**src/rtl/ivt_pkg.sv**
```systemverilog
package ivt_pkg;

    // register addresses on the bus
    typedef enum logic [1:0] {
        ADR_START  = 2'd0,
        ADR_RELOAD = 2'd1,
        ADR_COUNT  = 2'd2,
        ADR_CTRL   = 2'd3
    } reg_addr_e;

    // control field positions
    localparam int PSEL_W = 3;
    localparam int IE_BIT = 5;
    localparam int UF_BIT = 8;

    // prescaler geometry: ratio 4^(sel+1), largest select index MAX_SEL
    localparam int DIV_STEP = 2;
    localparam int MAX_SEL  = 4;
    localparam int PRE_W    = DIV_STEP * (MAX_SEL + 1);

    typedef struct packed {
        logic              ie;
        logic [PSEL_W-1:0] psel;
    } ctrl_t;

    // mask of prescaler bits that must all be one for a count tick
    function automatic logic [PRE_W-1:0] tick_mask(input logic [PSEL_W-1:0] psel);
        int sel;
        logic [PRE_W-1:0] m;
        sel = (int'(psel) > MAX_SEL) ? MAX_SEL : int'(psel);
        m = '0;
        for (int i = 0; i < PRE_W; i++) begin
            if (i < DIV_STEP * (sel + 1)) m[i] = 1'b1;
        end
        return m;
    endfunction

endpackage

```
**src/rtl/ivt_prescaler.sv**
```systemverilog
module ivt_prescaler
    import ivt_pkg::*;
(
    input  logic              clk,
    input  logic              rst,
    input  logic              run,
    input  logic [PSEL_W-1:0] psel,
    output logic              tick
);
    logic [PRE_W-1:0] pre_q;
    logic [PRE_W-1:0] mask;

    always_comb mask = tick_mask(psel);

    assign tick = run && ((pre_q & mask) == mask);

    always_ff @(posedge clk) begin
        if (rst || !run) pre_q <= '0;
        else             pre_q <= pre_q + PRE_W'(1);
    end
endmodule

```
**src/rtl/ivt_count_core.sv**
```systemverilog
module ivt_count_core #(
    parameter int CNT_W = 32
) (
    input  logic             clk,
    input  logic             rst,
    input  logic             tick,
    input  logic             cnt_we,
    input  logic             rld_we,
    input  logic [CNT_W-1:0] wdata,
    output logic [CNT_W-1:0] cnt_q,
    output logic [CNT_W-1:0] rld_q,
    output logic             uf_pulse
);
    logic at_zero;

    assign at_zero  = (cnt_q == '0);
    assign uf_pulse = tick && at_zero && !cnt_we;

    always_ff @(posedge clk) begin
        if (rst)            cnt_q <= '1;
        else if (cnt_we)    cnt_q <= wdata;
        else if (tick)      cnt_q <= at_zero ? rld_q : cnt_q - CNT_W'(1);
    end

    always_ff @(posedge clk) begin
        if (rst)         rld_q <= '1;
        else if (rld_we) rld_q <= wdata;
    end
endmodule

```
**src/rtl/ivt_ctrl_reg.sv**
```systemverilog
module ivt_ctrl_reg
    import ivt_pkg::*;
(
    input  logic  clk,
    input  logic  rst,
    input  logic  we,
    input  ctrl_t wfields,
    input  logic  wflag,
    input  logic  uf_pulse,
    output ctrl_t ctrl_q,
    output logic  uf_flag
);
    always_ff @(posedge clk) begin
        if (rst)     ctrl_q <= '0;
        else if (we) ctrl_q <= wfields;
    end

    // an underflow on the same edge outranks an acknowledge
    always_ff @(posedge clk) begin
        if (rst)                 uf_flag <= 1'b0;
        else if (uf_pulse)       uf_flag <= 1'b1;
        else if (we && !wflag)   uf_flag <= 1'b0;
    end
endmodule

```
**src/rtl/ivt_channel.sv**
```systemverilog
module ivt_channel
    import ivt_pkg::*;
#(
    parameter int CNT_W  = 32,
    parameter int RUN_W  = 8,
    parameter int CH_IDX = 0
) (
    input  logic             clk,
    input  logic             rst,
    input  logic             wr_en,
    input  logic [1:0]       wr_addr,
    input  logic [CNT_W-1:0] wr_data,
    input  logic [1:0]       rd_addr,
    output logic [CNT_W-1:0] rd_data,
    output logic             irq
);
    localparam int CW = (CNT_W > UF_BIT) ? CNT_W : UF_BIT + 1;

    reg_addr_e        waddr;
    reg_addr_e        raddr;
    logic [RUN_W-1:0] start_q;
    logic             run;
    logic             tick;
    logic [CNT_W-1:0] cnt_q;
    logic [CNT_W-1:0] rld_q;
    logic             uf_pulse;
    logic             uf_flag;
    ctrl_t            ctrl_q;
    ctrl_t            wfields;
    logic [CW-1:0]    wide_wr;
    logic [CW-1:0]    ctrl_word;
    logic             irq_en;

    assign waddr   = reg_addr_e'(wr_addr);
    assign raddr   = reg_addr_e'(rd_addr);
    assign wide_wr = CW'(wr_data);

    // shared run register: one bit per channel
    always_ff @(posedge clk) begin
        if (rst)                              start_q <= '0;
        else if (wr_en && waddr == ADR_START) start_q <= wr_data[RUN_W-1:0];
    end
    assign run = start_q[CH_IDX];

    ivt_prescaler u_pre (
        .clk  (clk),
        .rst  (rst),
        .run  (run),
        .psel (ctrl_q.psel),
        .tick (tick)
    );

    ivt_count_core #(.CNT_W(CNT_W)) u_core (
        .clk      (clk),
        .rst      (rst),
        .tick     (tick),
        .cnt_we   (wr_en && waddr == ADR_COUNT),
        .rld_we   (wr_en && waddr == ADR_RELOAD),
        .wdata    (wr_data),
        .cnt_q    (cnt_q),
        .rld_q    (rld_q),
        .uf_pulse (uf_pulse)
    );

    always_comb begin
        wfields.ie   = wide_wr[IE_BIT];
        wfields.psel = wide_wr[PSEL_W-1:0];
    end

    ivt_ctrl_reg u_ctrl (
        .clk      (clk),
        .rst      (rst),
        .we       (wr_en && waddr == ADR_CTRL),
        .wfields  (wfields),
        .wflag    (wide_wr[UF_BIT]),
        .uf_pulse (uf_pulse),
        .ctrl_q   (ctrl_q),
        .uf_flag  (uf_flag)
    );

    assign irq_en = ctrl_q.ie;
    assign irq    = uf_flag && irq_en;

    always_comb begin
        ctrl_word                = '0;
        ctrl_word[UF_BIT]        = uf_flag;
        ctrl_word[IE_BIT]        = ctrl_q.ie;
        ctrl_word[PSEL_W-1:0]    = ctrl_q.psel;
    end

    always_comb begin
        unique case (raddr)
            ADR_START:  rd_data = CNT_W'(start_q);
            ADR_RELOAD: rd_data = rld_q;
            ADR_COUNT:  rd_data = cnt_q;
            default:    rd_data = ctrl_word[CNT_W-1:0];
        endcase
    end
endmodule

```
**config.mk**
```make
export PLATFORM = sky130hd
export DESIGN_NAME = ivt_channel
export DESIGN_NICKNAME = d
export VERILOG_FILES = /design/src/rtl/ivt_pkg.sv /design/src/rtl/ivt_prescaler.sv /design/src/rtl/ivt_count_core.sv /design/src/rtl/ivt_ctrl_reg.sv /design/src/rtl/ivt_channel.sv
export SDC_FILE = /design/constraint.sdc
export NUM_CORES = 1
export LEC_CHECK = 0
export BUFFER_PORTS_ARGS = -buffer_cell sky130_fd_sc_hd__buf_2
export CAP_MARGIN = 20
export CORE_MARGIN = 3
export CORE_UTILIZATION = 38
export CTS_BUF_LIST = sky130_fd_sc_hd__clkbuf_8
export DETAILED_ROUTE_END_ITERATION = 16
export GPL_TIMING_DRIVEN = 0
export PLACE_DENSITY_LB_ADDON = 0.05
export SLEW_MARGIN = 20
export SYNTH_ARGS = -nofsm -noshare
export SYNTH_HDL_FRONTEND = slang
export SYNTH_HIERARCHICAL = 1
export SYNTH_SLANG_ARGS = --single-unit
```
**constraint.sdc**
```tcl
create_clock -name clk -period 3.55 [get_ports clk]
set_input_delay 0.71 -clock clk [delete_from_list [all_inputs] [get_ports clk]]
set_output_delay 0.71 -clock clk [all_outputs]
set_load 0.02 [all_outputs]
```
* Word level (Yosys, flattened, before mapping)
Cells that the tools add are included.
W data, S select, Z words.
** Word-level totals
- Flip-flop bits (word level) :: 87
- Output and inout bits :: 33
** Cells by class
- Add/subtract/negate cells :: 3
- Bitwise logic cells :: 1
- Order comparisons :: 11
- Reduce and logical (&&, ||, !) cells :: 18
- Multiplexer cells :: 17
- Equality and inequality tests :: 6
** Operators by type and width (count)
- $lt A4 B32 Y1 const A :: 4
- $mux W32 :: 3
- $pmux W32 S3 :: 1
- $lt A3 B32 Y1 const A :: 2
- $lt A5 B32 Y1 const A :: 2
- $logic_not A32 Y1 :: 1
- $lt A1 B32 Y1 const A :: 1
- $lt A2 B32 Y1 const A :: 1
- $sub A32 B1 Y32 const B :: 1
- $add A31 B2 Y31 const B :: 1
- $mux W1 :: 12
- $add A10 B1 Y10 const B :: 1
- $and A10 B10 Y10 :: 1
- $eq A10 B10 Y1 :: 1
- $logic_and A1 B1 Y1 :: 9
- $eq A2 B2 Y1 const B :: 3
- $eq A2 B1 Y1 const B :: 2
- $logic_not A2 Y1 :: 2
- $reduce_bool A2 Y1 :: 2
- $gt A3 B3 Y1 const B :: 1
- $logic_not A1 Y1 :: 3
- $mux W3 :: 1
- $logic_or A1 B1 Y1 :: 1

* Depth between registers and ports, before layout
Gate-level depths: netlist of the first run.
- Word-level depth :: 11
- Gate-level depth with buffers :: 10
- Gate-level depth less buffers :: 9

* Modules after synthesis
The synthesis of the first run kept the hierarchy.
** Modules (own cells, without submodules)
- ivt_count_core :: times used 1, area each 3560.9 um^2, cells an instance 426
- ivt_channel :: times used 1, area each 883.3 um^2, cells an instance 87
- ivt_prescaler :: times used 1, area each 491.7 um^2, cells an instance 58
- ivt_ctrl_reg :: times used 1, area each 192.7 um^2, cells an instance 17

* Least setup slack after synthesis of the first run
No wires, ideal clock.
- Kind :: register -> register
- Start point :: register u_core.cnt_q[17]
- End point :: register u_core.cnt_q[0]
- Data required time :: 3.422 ns
- Setup time :: 0.128 ns
- Clock period less this slack :: 2.591 ns
- Buffers on the path :: 1
- Cell stages (with the launch flop) :: 8
- Setup slack :: 0.959 ns
- Arrival :: 2.463 ns
- Path through :: dfxtp_1 > or4_4 > or4_4 > or4_4 > buf_6 > and3_4 > a311oi_2 > o21ai_1
** Between the ends
- Longest elaborated chain between the ends :: 4
** RTL lines
- from (decl) :: RTL line ivt_count_core.sv:10 : output logic [CNT_W-1:0] cnt_q,
- from (signal assigned) :: RTL line ivt_count_core.sv:21 : else if (cnt_we) cnt_q <= wdata;
- from (signal assigned) :: RTL line ivt_count_core.sv:22 : else if (tick) cnt_q <= at_zero ? rld_q : cnt_q - CNT_W'(1);
- $logic_not A32 Y1 :: RTL line ivt_count_core.sv:16 : assign at_zero = (cnt_q == '0);
- $mux W32 (2 in a row) :: RTL line ivt_count_core.sv:22
- $mux W32 :: RTL line ivt_count_core.sv:21
Every way passes these cells. The select of a mux whose other input is x is not followed.
A chain may end at the register's enable or synchronous reset.

* Worst setup path after layout of the first run
- Start point :: register u_core.cnt_q[8]
- End point :: register u_ctrl.uf_flag
** Between the ends
- Longest elaborated chain between the ends :: 4
- Elaborated cells between the ends (all ways) :: 5
- Classes of those cells :: mux: 1; reduce/logical: 4
** RTL lines
- $logic_not A32 Y1 (*) :: RTL line ivt_count_core.sv:16
- $logic_and A1 B1 Y1 (*) (2 in a row) :: RTL line ivt_count_core.sv:17 : assign uf_pulse = tick && at_zero && !cnt_we;
- via uf_pulse :: RTL line ivt_channel.sv:26 : logic uf_pulse;
- $mux W1 or $reduce_bool A2 Y1 (tied branches)
- to (signal assigned) :: RTL line ivt_ctrl_reg.sv:20 : if (rst) uf_flag <= 1'b0;
- to (signal assigned) :: RTL line ivt_ctrl_reg.sv:21 : else if (uf_pulse) uf_flag <= 1'b1;
- to (signal assigned) :: RTL line ivt_ctrl_reg.sv:22 : else if (we && !wflag) uf_flag <= 1'b0;
- to (decl) :: RTL line ivt_ctrl_reg.sv:11 : output logic uf_flag
Mark *: on every way through the listed nets, which the timed path passes. The rest lies on a longest branch.

==> flow_summary_export.csv, run 1 <==
group,metric,value,unit
synthesis,ys_seq_elements,87,
grt,globalRoute.totalOverflow,0,
synthesis,syn_area_per_cell,8.72,um2
timing,max_freq,0.318,GHz
detailed_routing,drt_wl_total,16600,um
placed_design,port_buffers,71,
clock_network,cts_resized,0,
pwr,share_seq_of_total_power,50.2,%
floorplanning,row_count,41,
critical_path,highest_fanout_seen_on_the_critical_path,8,
floorplanning,fp.dieH,122,um
synthesis,synth.cell_area,0.00513,mm2
outcome,run_status,"complete, no violations",
detailed_routing,viasPerCell,5.77,
floorplanning,core_area,0.0129,mm2
timing,hold_viol,0,
synthesis,yosys_warnings,6,
synthesis,yosysMostFrequentCell,"dfxtp_1",
placed_design,dpl.cell_count,831,
pwr,internal_power,1.50,mW
timing,slew_violations,0,
detailed_routing,drt_pass1_iterations,5,
pwr,design_power_total,2.11,mW
cells_and_area,final_layout_net_count,714,
clock_network,cts_tree,"done",
synthesis,yosysTopAreaCellShare,34.0,%
clock_network,clock-root-buffer,"clkbuf_8",
grt,first_global_vias,4870,
floorplanning,design.portCount,72,
pwr,p_clk_share,32.8,%
synthesis,synthTopCellsByCount,"dfxtp_1 (87), nor2_1 (40), nor2b_1 (36), o21ai_0 (36), clkbuf_1 (34)",
grt,pin_count_of_the_biggest_net_entering_global_routing,17,
synthesis,async_reset_ff_share,0,%
critical_path,regToRegSetupSlack,410,ps
cells_and_area,area_delta_synth_final,14.9,%
critical_path,series_of_cell_instances_along_the_critical_path,"or4_1, or2_2, clkbuf_1, or4_4, buf_6, nor2_1, nor3b_2, nor3_2",
critical_path,end_kind,"flip-flop",
critical_path,crit_path_start_kind,"flip-flop",
timing,slew_headroom,47.1,%
critical_path,cp_num_buf_inv,2,
critical_path,critical_path_arrival,3450,ps
timing,rsz_0062_raised_after_global_routing,"false",
synthesis,synth_largest_area_cell,"dfxtp_1",
pwr,ir_worst_vdd,0.263,mV
clock_network,numClockSinks,87,
synthesis,synth.yosys.seq_area_share,34.0,%
critical_path,worstPathRequired,3860,ps
floorplanning,fp.dieArea,0.0149,mm2
cells_and_area,fillers,1296,
pwr,p_per_area,359,mW/mm2
clock_network,postCtsSetupRepairBufs,0,
synthesis,synth.lib_cells_used.distinct,57,
timing,finalClockSkew,12.2,ps
synthesis,synth_flop_cell,"dfxtp_1",
synthesis,synth_top_cells_by_area,"dfxtp_1 (34%), a211o_1 (5.5%), nor2b_1 (4.4%)",
detailed_routing,dr_vias,4889,
critical_path,critPathKind,"flip-flop to flip-flop",
detailed_routing,post_drt_wl_per_cell,19.6,um
grt,gr-usage-all-layers,23.2,%
floorplanning,floorplan.die.width,122,um
cells_and_area,diodes,0,
timing,period_minus_slack,3140,ps
floorplanning,start_util,39.7,%
timing,finish_stage_setup_viols,0,
clock_network,cts_inserted_buffers,9,
placed_design,place.detailed.hpwl,12100,um
cells_and_area,finalNonFillerCells,847,
detailed_routing,drt_first_iter_violations,386,
grt,antenna_violations_before_repair,0,
cells_and_area,final_layout_size_suffix_gt1_share,19.1,%
pwr,switching_power,0.613,mW
grt,grt_pass1_wl,26700,um
synthesis,synthesis.nets,632,
clock_network,insertion_delay,380,ps
synthesis,syn-instance-count,588,
synthesis,synth_enable_flop_cells,0,
cells_and_area,final_core_util,45.6,%
detailed_routing,detail_route.drc_violations,0,
critical_path,slowest_stage,"or4_1",
timing,timing.final.crit_share,88.5,%
pwr,p_leak,2.20,nW
clock_network,postCtsHoldBufs,0,
clock_network,htreeDepth,3,
timing,finalSetupTns,0,ps
critical_path,critical-path-top-delay-family,"simple AND/OR/NAND/NOR gates",
pwr,switching_share,29.0,%
clock_network,clock_tree.buffer_depth,2,
clock_network,clk_pin_slew,90,ps
critical_path,critical-path-max-stage-delay,610,ps
detailed_routing,ant_nets,0,
timing,timing_worst_slew_pin_value,787,ps
hold_path,worst_hold_check_path_type,"flip-flop to flip-flop",
run,drv.max_cap_violation_count,0,
placed_design,finalWeightedCongestion,0.899,
pwr,pwr-share-comb,16.9,%
routing by layer:
layer	wire length, um	vias to the layer above	share of wire (%)	global-route usage [%]
li1	-	2342	-	-
met1	7400	2354	45	30.8
met5	0	-	0	0
met2	7780	170	47	37.6
met3	1130	23	6.8	5.66
met4	312	0	1.9	7.00
tightest hold or removal path, cell delays in order, from the launching register on:
cell      delay (ps)
dfxtp_1          320
nand2b_1          60
mux2i_1           60
path summary, 6_finish.rpt:
check                         to  depth (start not counted)            start
setup / recovery  u_ctrl/uf_flag                          8  u_core/cnt_q[8]
hold / removal        start_q[4]                          2       start_q[4]
setup reg to reg  u_ctrl/uf_flag                          8  u_core/cnt_q[8]
hold reg to reg       start_q[4]                          2       start_q[4]
through the flow:
stage	setup slack (ps)	hold WS [ps]	instance area, um2
after global placement	518	465	5700
after global routing	308	518	5890
after detailed placement	482	467	5700
after floorplan	959	446	5130
after CTS	462	481	5890
final	407	480	5890
power by group through the flow:
stage / sequential [mW] / combinational [mW] / clock [mW]
floorplan: 1.07 / 0.240 / 0
global placement: 1.08 / 0.353 / 0
detailed placement: 1.09 / 0.357 / 0
CTS: 1.06 / 0.359 / 0.719
global route: 1.07 / 0.391 / 0.758
finish: 1.06 / 0.358 / 0.694
sequential cells by signal, summed over array words and instances, names as in the netlist:
| signal | count |
|---|---|
| u_pre/pre_q | 10 |
| u_core/rld_q | 32 |
| u_ctrl/ctrl_q | 4 |
| u_ctrl/uf_flag | 1 |
| u_core/cnt_q | 32 |
| start_q | 8 |
cells in the final DEF (no fill, tap or decap), drive strengths merged, types with 2 or more instances in the layout:
| cell type | count |
|---|---|
| o22ai | 2 |
| or3 | 11 |
| nand3 | 7 |
| or4 | 6 |
| o21ai | 39 |
| a2bb2oi | 2 |
| xor2 | 13 |
| nor3 | 9 |
| o211ai | 2 |
| nand4 | 3 |
| buf | 87 |
| nand4b | 2 |
| nor4 | 12 |
| and3 | 3 |
| o31ai | 6 |
| a21oi | 32 |
| mux2i | 19 |
| a211oi | 21 |
| nand2 | 21 |
| a31oi | 8 |
| mux4 | 4 |
| ha | 5 |
| inv | 5 |
| nor2b | 37 |
| clkbuf | 47 |
| a22o | 24 |
| o2bb2ai | 8 |
| or2 | 3 |
| a211o | 32 |
| xnor2 | 11 |
| a21o | 3 |
| nor3b | 23 |
| nor4b | 3 |
| nand2b | 28 |
| nor2 | 40 |
| dfxtp | 87 |
layout make-up:
cell class | instances | area, um2 | share of cell area, %
Inverter | 4 | 15.0 | 0.255
Clock inverter | 3 | 16.3 | 0.276
Multi-Input combinational cell | 447 | 3110 | 52.7
Clock buffer | 13 | 179 | 3.04
Sequential cell | 87 | 1740 | 29.5
Timing Repair Buffer | 71 | 355 | 6.03
Buffer | 50 | 265 | 4.50
Tap cell | 172 | 215 | 3.65
cells by family (layout without fill, tap and decap cells):
| kind of cell | after synthesis | in the layout | synth area share [%] |
|---|---|---|---|
| mux | 24 | 24 | 5.68 |
| simple gates | 213 | 213 | 24.8 |
| buf+inv | 54 | 141 | 5.46 |
| flops | 87 | 87 | 34.0 |
| compound gates | 181 | 181 | 24.8 |
| xor+xnor | 24 | 24 | 4.10 |
| fa+ha+maj | 5 | 5 | 1.22 |
No activity file was read; power rests on OpenSTA's default activity.
==> inputs of run 2 (changes only) <==
--- a/config.mk
+++ b/config.mk
@@ -7,7 +7,7 @@
 export LEC_CHECK = 0
 export BUFFER_PORTS_ARGS = -buffer_cell sky130_fd_sc_hd__buf_2
 export CAP_MARGIN = 20
-export CORE_MARGIN = 3
+export CORE_MARGIN = 5
 export CORE_UTILIZATION = 38
 export CTS_BUF_LIST = sky130_fd_sc_hd__clkbuf_8
 export DETAILED_ROUTE_END_ITERATION = 16
==> constraint.sdc (replaced) <==
create_clock -name clk -period 3.1 [get_ports clk]
set_input_delay 0.62 -clock clk [delete_from_list [all_inputs] [get_ports clk]]
set_output_delay 0.62 -clock clk [all_outputs]
set_load 0.02 [all_outputs]
==> run 2 against run 1 <==
  * Combinational power up 15%
  * First-iteration DRC count down 20%
  * Design area up 0.17%
  * Highest routed layer unchanged
  * Hold slack worse by 25 ps
  * Critical endpoint unchanged
  * Largest power group unchanged
  * Clock power up 19%
  * Register-to-register slack worse by 270 ps
==> flow_summary_export.csv, run 2 (synthesis gave the netlist of run 1 again) <==
group,metric,value,unit
floorplanning,core_area,0.0132,mm2
pwr,p_leak,2.19,nW
critical_path,crit_path_start_kind,"flip-flop",
grt,globalRoute.totalOverflow,0,
critical_path,worstPathRequired,3410,ps
hold_path,hp-start,"wr_data[26]",
pwr,pwr-share-comb,16.8,%
timing,finish_stage_setup_viols,0,
timing,timing_worst_slew_pin_value,802,ps
critical_path,critical_path_arrival,3270,ps
cells_and_area,largestRegisters,"u_core/cnt_q (32), u_core/rld_q (32), u_pre/pre_q (10)",
timing,slew_headroom,45.8,%
hold_path,holdPathEnd,"u_core/rld_q[26]",
cells_and_area,area_delta_synth_final,15.1,%
critical_path,highest_fanout_seen_on_the_critical_path,8,
clock_network,cts_inserted_buffers,9,
placed_design,placed_area,0.00570,mm2
pwr,switching_share,29.3,%
grt,gr-usage-all-layers,21.5,%
floorplanning,fp.dieH,126,um
timing,hold_viol,0,
timing,rsz_0062_raised_after_global_routing,"false",
clock_network,insertion_delay,390,ps
detailed_routing,viasPerCell,5.67,
detailed_routing,post_drt_wl_per_cell,19.9,um
floorplanning,fp.dieArea,0.0159,mm2
placed_design,place.detailed.hpwl,12200,um
critical_path,worstRegToRegCells,8,
cells_and_area,fillers,1387,
floorplanning,row_count,42,
cells_and_area,sequential_cell_area,0.00174,mm2
floorplanning,design.portCount,72,
cells_and_area,layout_commonest_cell,"dfxtp_1",
placed_design,finalWeightedCongestion,0.900,
detailed_routing,drt_wl_total,17000,um
grt,antenna_violations_before_repair,0,
timing,max_freq,0.338,GHz
hold_path,min_path_cells,2,
pwr,switching_power,0.719,mW
critical_path,critPathKind,"flip-flop to flip-flop",
cells_and_area,diodes,0,
clock_network,clk_pin_slew,90,ps
hold_path,worst_hold_check_path_type,"input port to flip-flop",
critical_path,critical_path.reg2reg.startpoint,"u_core/cnt_q[8]",
detailed_routing,detail_route.drc_violations,0,
detailed_routing,dr_vias,4829,
floorplanning,floorplan.die.width,126,um
clock_network,postCtsSetupRepairBufs,0,
pwr,share_seq_of_total_power,49.6,%
pwr,ir_worst_vdd,0.270,mV
timing,finalClockSkew,13.3,ps
grt,pin_count_of_the_biggest_net_entering_global_routing,17,
floorplanning,start_util,38.7,%
clock_network,clock_tree.buffer_depth,2,
run,drv.max_cap_violation_count,0,
timing,timing.final.crit_share,95.4,%
detailed_routing,drt_pass1_iterations,5,
cells_and_area,final_area,0.00590,mm2
cells_and_area,final_layout_size_suffix_gt1_share,19.4,%
critical_path,worstReg2RegEnd,"u_ctrl/uf_flag",
clock_network,clock-root-buffer,"clkbuf_8",
clock_network,cts_tree,"done",
clock_network,cts_resized,1,
cells_and_area,multiInputGateArea,0.00311,mm2
clock_network,postCtsHoldBufs,0,
clock_network,numClockSinks,87,
critical_path,end_kind,"flip-flop",
pwr,internal_power,1.73,mW
timing,finalSetupTns,0,ps
detailed_routing,ant_nets,0,
cells_and_area,commonest_cells_after_routing_fill_and_taps_aside,"dfxtp_1 (87), buf_2 (76), nor2_1 (39)",
pwr,design_power_total,2.45,mW
grt,first_global_vias,4831,
critical_path,startpoint,"u_core/cnt_q[8]",
cells_and_area,final_layout_net_count,714,
clock_network,htreeDepth,3,
detailed_routing,drt_first_iter_violations,307,
grt,grt_pass1_wl,27000,um
timing,slew_violations,0,
timing,hold_ws,455,ps
placed_design,port_buffers,71,
pwr,p_clk_share,33.7,%
outcome,run_status,"complete, no violations",
timing,period_minus_slack,2960,ps
pwr,p_per_area,416,mW/mm2
critical_path,regToRegSetupSlack,140,ps
-- run 2: metrics by stage --
stage	util (%)	setup WS, ps	cells
CTS	44.6	179	851
global placement	43.1	30.4	835
finish	44.6	141	851
detailed placement	43.1	20.3	835
global route	44.6	57.7	851
floorplan	-	509	588
-- run 2: cell type report --
| cell class | count | share of cell area [%] |
|---|---|---|
| multi-input cells | 447 | 52.7 |
| inverters | 4 | 0.254 |
| plain buffers | 50 | 4.49 |
| clock inverters | 6 | 1.02 |
| clock buffers | 10 | 2.33 |
| repair buffers | 71 | 6.02 |
| well taps | 176 | 3.73 |
| flip-flops and latches | 87 | 29.5 |
-- run 2: power groups by stage --
stage          registers (mW)  clock network (mW)  logic [mW]
2_1_floorplan            1.23                   0       0.275
6_report                 1.22               0.826       0.411
5_1_grt                  1.23               0.903       0.450
3_5_place_dp             1.24                   0       0.411
3_3_place_gp             1.24                   0       0.407
4_1_cts                  1.22               0.855       0.413
-- run 2: routing by layer --
| metal | track usage [%] | up-vias | part of all wire (%) |
|---|---|---|---|
| met5 | 0 | - | 0 |
| met4 | 5.30 | 0 | 1.0 |
| met3 | 4.11 | 14 | 6.1 |
| met2 | 35.2 | 156 | 47 |
| met1 | 29.2 | 2324 | 46 |
| li1 | - | 2335 | - |
-- run 2: critical path, stage by stage, from the launching register on --
cell	delay [ps]
dfxtp_1	380
or4_1	630
or2_2	320
clkbuf_1	190
or4_4	560
buf_6	170
nor2_2	370
nor3b_2	100
nor3_2	150
-- run 2: how the worst max path moves through the flow --
| stage | end | cells past startpoint |
|---|---|---|
| finish | u_ctrl/uf_flag | 8 |
| global route | u_core/cnt_q[16] | 8 |
| CTS | u_ctrl/uf_flag | 8 |
| detailed placement | u_ctrl/uf_flag | 8 |
| global placement | u_ctrl/uf_flag | 8 |
| floorplan | u_core/cnt_q[0] | 7 |
==> inputs of run 3 (changes only) <==
--- a/config.mk
+++ b/config.mk
@@ -5,6 +5,7 @@
 export SDC_FILE = /design/constraint.sdc
 export NUM_CORES = 1
 export LEC_CHECK = 0
+export ABC_AREA = 1
 export BUFFER_PORTS_ARGS = -buffer_cell sky130_fd_sc_hd__buf_2
 export CAP_MARGIN = 20
 export CORE_MARGIN = 5
==> run 3 against run 2 <==
  * Global-route usage is 0.61 points higher
  * Clock power rose by 3.3%
  * Sequential share of layout area decreased by 1.6 points
  * Synthesized area is 6.4% higher
  * Total power up 0.48%
  * Critical endpoint unchanged
  * Highest routed layer unchanged
==> flow_summary_export.csv, run 3 <==
group,metric,value,unit
synthesis,synth.yosys.seq_area_share,31.9,%
grt,antenna_violations_before_repair,0,
critical_path,crit_path_start_kind,"flip-flop",
placed_design,port_buffers,70,
synthesis,async_reset_ff_share,0,%
synthesis,synthTopCellsByCount,"nand2_1 (296), nand3_1 (100), dfxtp_1 (87), inv_1 (85), nor2_1 (80)",
synthesis,yosys_warnings,6,
run,drv.max_cap_violation_count,0,
synthesis,synth.cell_area,0.00546,mm2
grt,globalRoute.totalOverflow,0,
cells_and_area,final_layout_size_suffix_gt1_share,15.1,%
synthesis,synth_flop_cell,"dfxtp_1",
detailed_routing,drt_first_iter_violations,350,
pwr,pwr-share-comb,15.6,%
hold_path,worst_hold_check_path_type,"input port to flip-flop",
timing,period_minus_slack,2730,ps
critical_path,worstPathRequired,3420,ps
synthesis,yosysMostFrequentCell,"nand2_1",
synthesis,syn_area_per_cell,6.23,um2
cells_and_area,final_layout_net_count,1001,
cells_and_area,commonest_cells_after_routing_fill_and_taps_aside,"nand2_1 (296), nand3_1 (100), dfxtp_1 (87)",
synthesis,synth_enable_flop_cells,0,
pwr,switching_share,30.4,%
pwr,p_clk_share,34.6,%
placed_design,place.detailed.hpwl,14000,um
floorplanning,floorplan.die.width,130,um
cells_and_area,fillers,1616,
hold_path,min_path_cells,3,
critical_path,critPathKind,"flip-flop to flip-flop",
critical_path,end_kind,"flip-flop",
synthesis,syn-instance-count,876,
critical_path,critical_path_arrival,3060,ps
outcome,run_status,"complete, no violations",
cells_and_area,largestRegisters,"u_core/cnt_q (32), u_core/rld_q (32), u_pre/pre_q (10)",
floorplanning,row_count,43,
clock_network,htreeDepth,3,
critical_path,highest_fanout_seen_on_the_critical_path,10,
pwr,share_seq_of_total_power,49.8,%
synthesis,synth_top_cells_by_area,"dfxtp_1 (32%), nand2_1 (20%), nand3_1 (9.2%)",
timing,slew_headroom,51.5,%
synthesis,synth.lib_cells_used.distinct,33,
detailed_routing,dr_vias,5840,
clock_network,postCtsHoldBufs,0,
grt,grt_pass1_wl,29000,um
critical_path,startpoint,"u_ctrl/ctrl_q[2]",
critical_path,worstRegToRegCells,13,
timing,timing_worst_slew_pin_value,721,ps
floorplanning,design.portCount,72,
synthesis,synth_largest_area_cell,"dfxtp_1",
detailed_routing,detail_route.drc_violations,0,
critical_path,critical_path.reg2reg.startpoint,"u_ctrl/ctrl_q[2]",
clock_network,clock_tree.buffer_depth,2,
clock_network,clk_pin_slew,90,ps
timing,slew_violations,0,
clock_network,cts_resized,0,
pwr,switching_power,0.750,mW
timing,hold_viol,0,
grt,gr-usage-all-layers,22.1,%
floorplanning,start_util,39.0,%
placed_design,finalWeightedCongestion,0.934,
timing,finish_stage_setup_viols,0,
synthesis,synthesis.nets,920,
synthesis,ys_seq_elements,87,
detailed_routing,viasPerCell,5.11,
timing,rsz_0062_raised_after_global_routing,"false",
pwr,internal_power,1.72,mW
detailed_routing,post_drt_wl_per_cell,16.0,um
timing,max_freq,0.366,GHz
placed_design,dpl.cell_count,1126,
clock_network,clock-root-buffer,"clkbuf_8",
cells_and_area,layout_commonest_cell,"nand2_1",
floorplanning,core_area,0.0140,mm2
hold_path,hp-start,"wr_data[27]",
grt,first_global_vias,5597,
timing,finalSetupTns,0,ps
floorplanning,fp.dieH,130,um
cells_and_area,diodes,0,
pwr,design_power_total,2.47,mW
clock_network,postCtsSetupRepairBufs,0,
cells_and_area,finalNonFillerCells,1142,
cells_and_area,final_area,0.00624,mm2
synthesis,yosysTopAreaCellShare,31.9,%
placed_design,placed_area,0.00603,mm2
pwr,p_leak,3.02,nW
clock_network,cts_tree,"done",
timing,timing.final.crit_share,88.2,%
pwr,p_per_area,395,mW/mm2
clock_network,insertion_delay,390,ps
timing,finalClockSkew,6.72,ps
cells_and_area,area_delta_synth_final,14.3,%
grt,pin_count_of_the_biggest_net_entering_global_routing,15,
detailed_routing,drt_wl_total,18200,um
clock_network,cts_inserted_buffers,9,
detailed_routing,ant_nets,0,
pwr,ir_worst_vdd,0.261,mV
clock_network,numClockSinks,87,
floorplanning,fp.dieArea,0.0169,mm2
detailed_routing,drt_pass1_iterations,5,
## run 3: path summary, 6_finish.rpt
kind	end	slack [ps]
max	u_ctrl/uf_flag	370
min	u_core/rld_q[27]	460
max reg2reg	u_ctrl/uf_flag	370
min reg2reg	u_pre/pre_q[0]	480
## run 3: through the flow
step | utilization, % | setup slack [ps] | hold slack (ps)
2_1_floorplan | - | 1050 | 433
3_3_place_gp | 43.1 | 199 | 450
3_5_place_dp | 43.1 | 198 | 459
4_1_cts | 44.6 | 342 | 448
5_1_grt | 44.6 | 97.4 | 469
6_report | 44.6 | 366 | 460
## run 3: worst max-delay path, stage by stage (launching register included)
cell	delay [ps]
dfxtp_1	440
o21a_1	180
nor2_1	50
ha_1	280
nand2_1	70
nand4_1	90
nor2_1	220
inv_1	80
nor2_2	170
clkinv_1	360
buf_2	340
nor2_1	200
inv_1	60
a21oi_1	130
## run 3: cells by family after synthesis
kind of cell | share of synthesized area [%]
flops | 31.9
simple gates | 43.0
fa+ha+maj | 1.15
compound gates | 12.8
buf+inv | 10.0
xor+xnor | 1.12
## run 3: final cells by class
cell class | count | area, um2 | share of cell area [%]
well taps | 180 | 225 | 3.61
flip-flops and latches | 87 | 1740 | 27.9
clock inverters | 5 | 56.3 | 0.902
clock buffers | 11 | 151 | 2.43
inverters | 93 | 349 | 5.59
multi-input cells | 661 | 3170 | 50.8
repair buffers | 70 | 350 | 5.61
plain buffers | 35 | 199 | 3.19
## run 3: metal layers
| layer | wire [um] | GRT usage [%] | share of wire, % | vias to the layer above |
|---|---|---|---|---|
| met4 | 333 | 6.78 | 1.8 | 0 |
| met5 | 0 | 0 | 0 | - |
| met3 | 861 | 3.72 | 4.7 | 23 |
| met1 | 8250 | 28.6 | 45 | 2676 |
| met2 | 8790 | 37.7 | 48 | 131 |
| li1 | - | - | - | 3010 |
## run 3: power groups by stage
stage | logic, mW | clock network [mW] | registers (mW)
after detailed placement | 0.385 | 0 | 1.25
after global placement | 0.385 | 0 | 1.25
final | 0.384 | 0.853 | 1.23
after CTS | 0.386 | 0.872 | 1.23
after floorplan | 0.247 | 0 | 1.23
after global routing | 0.430 | 0.909 | 1.24
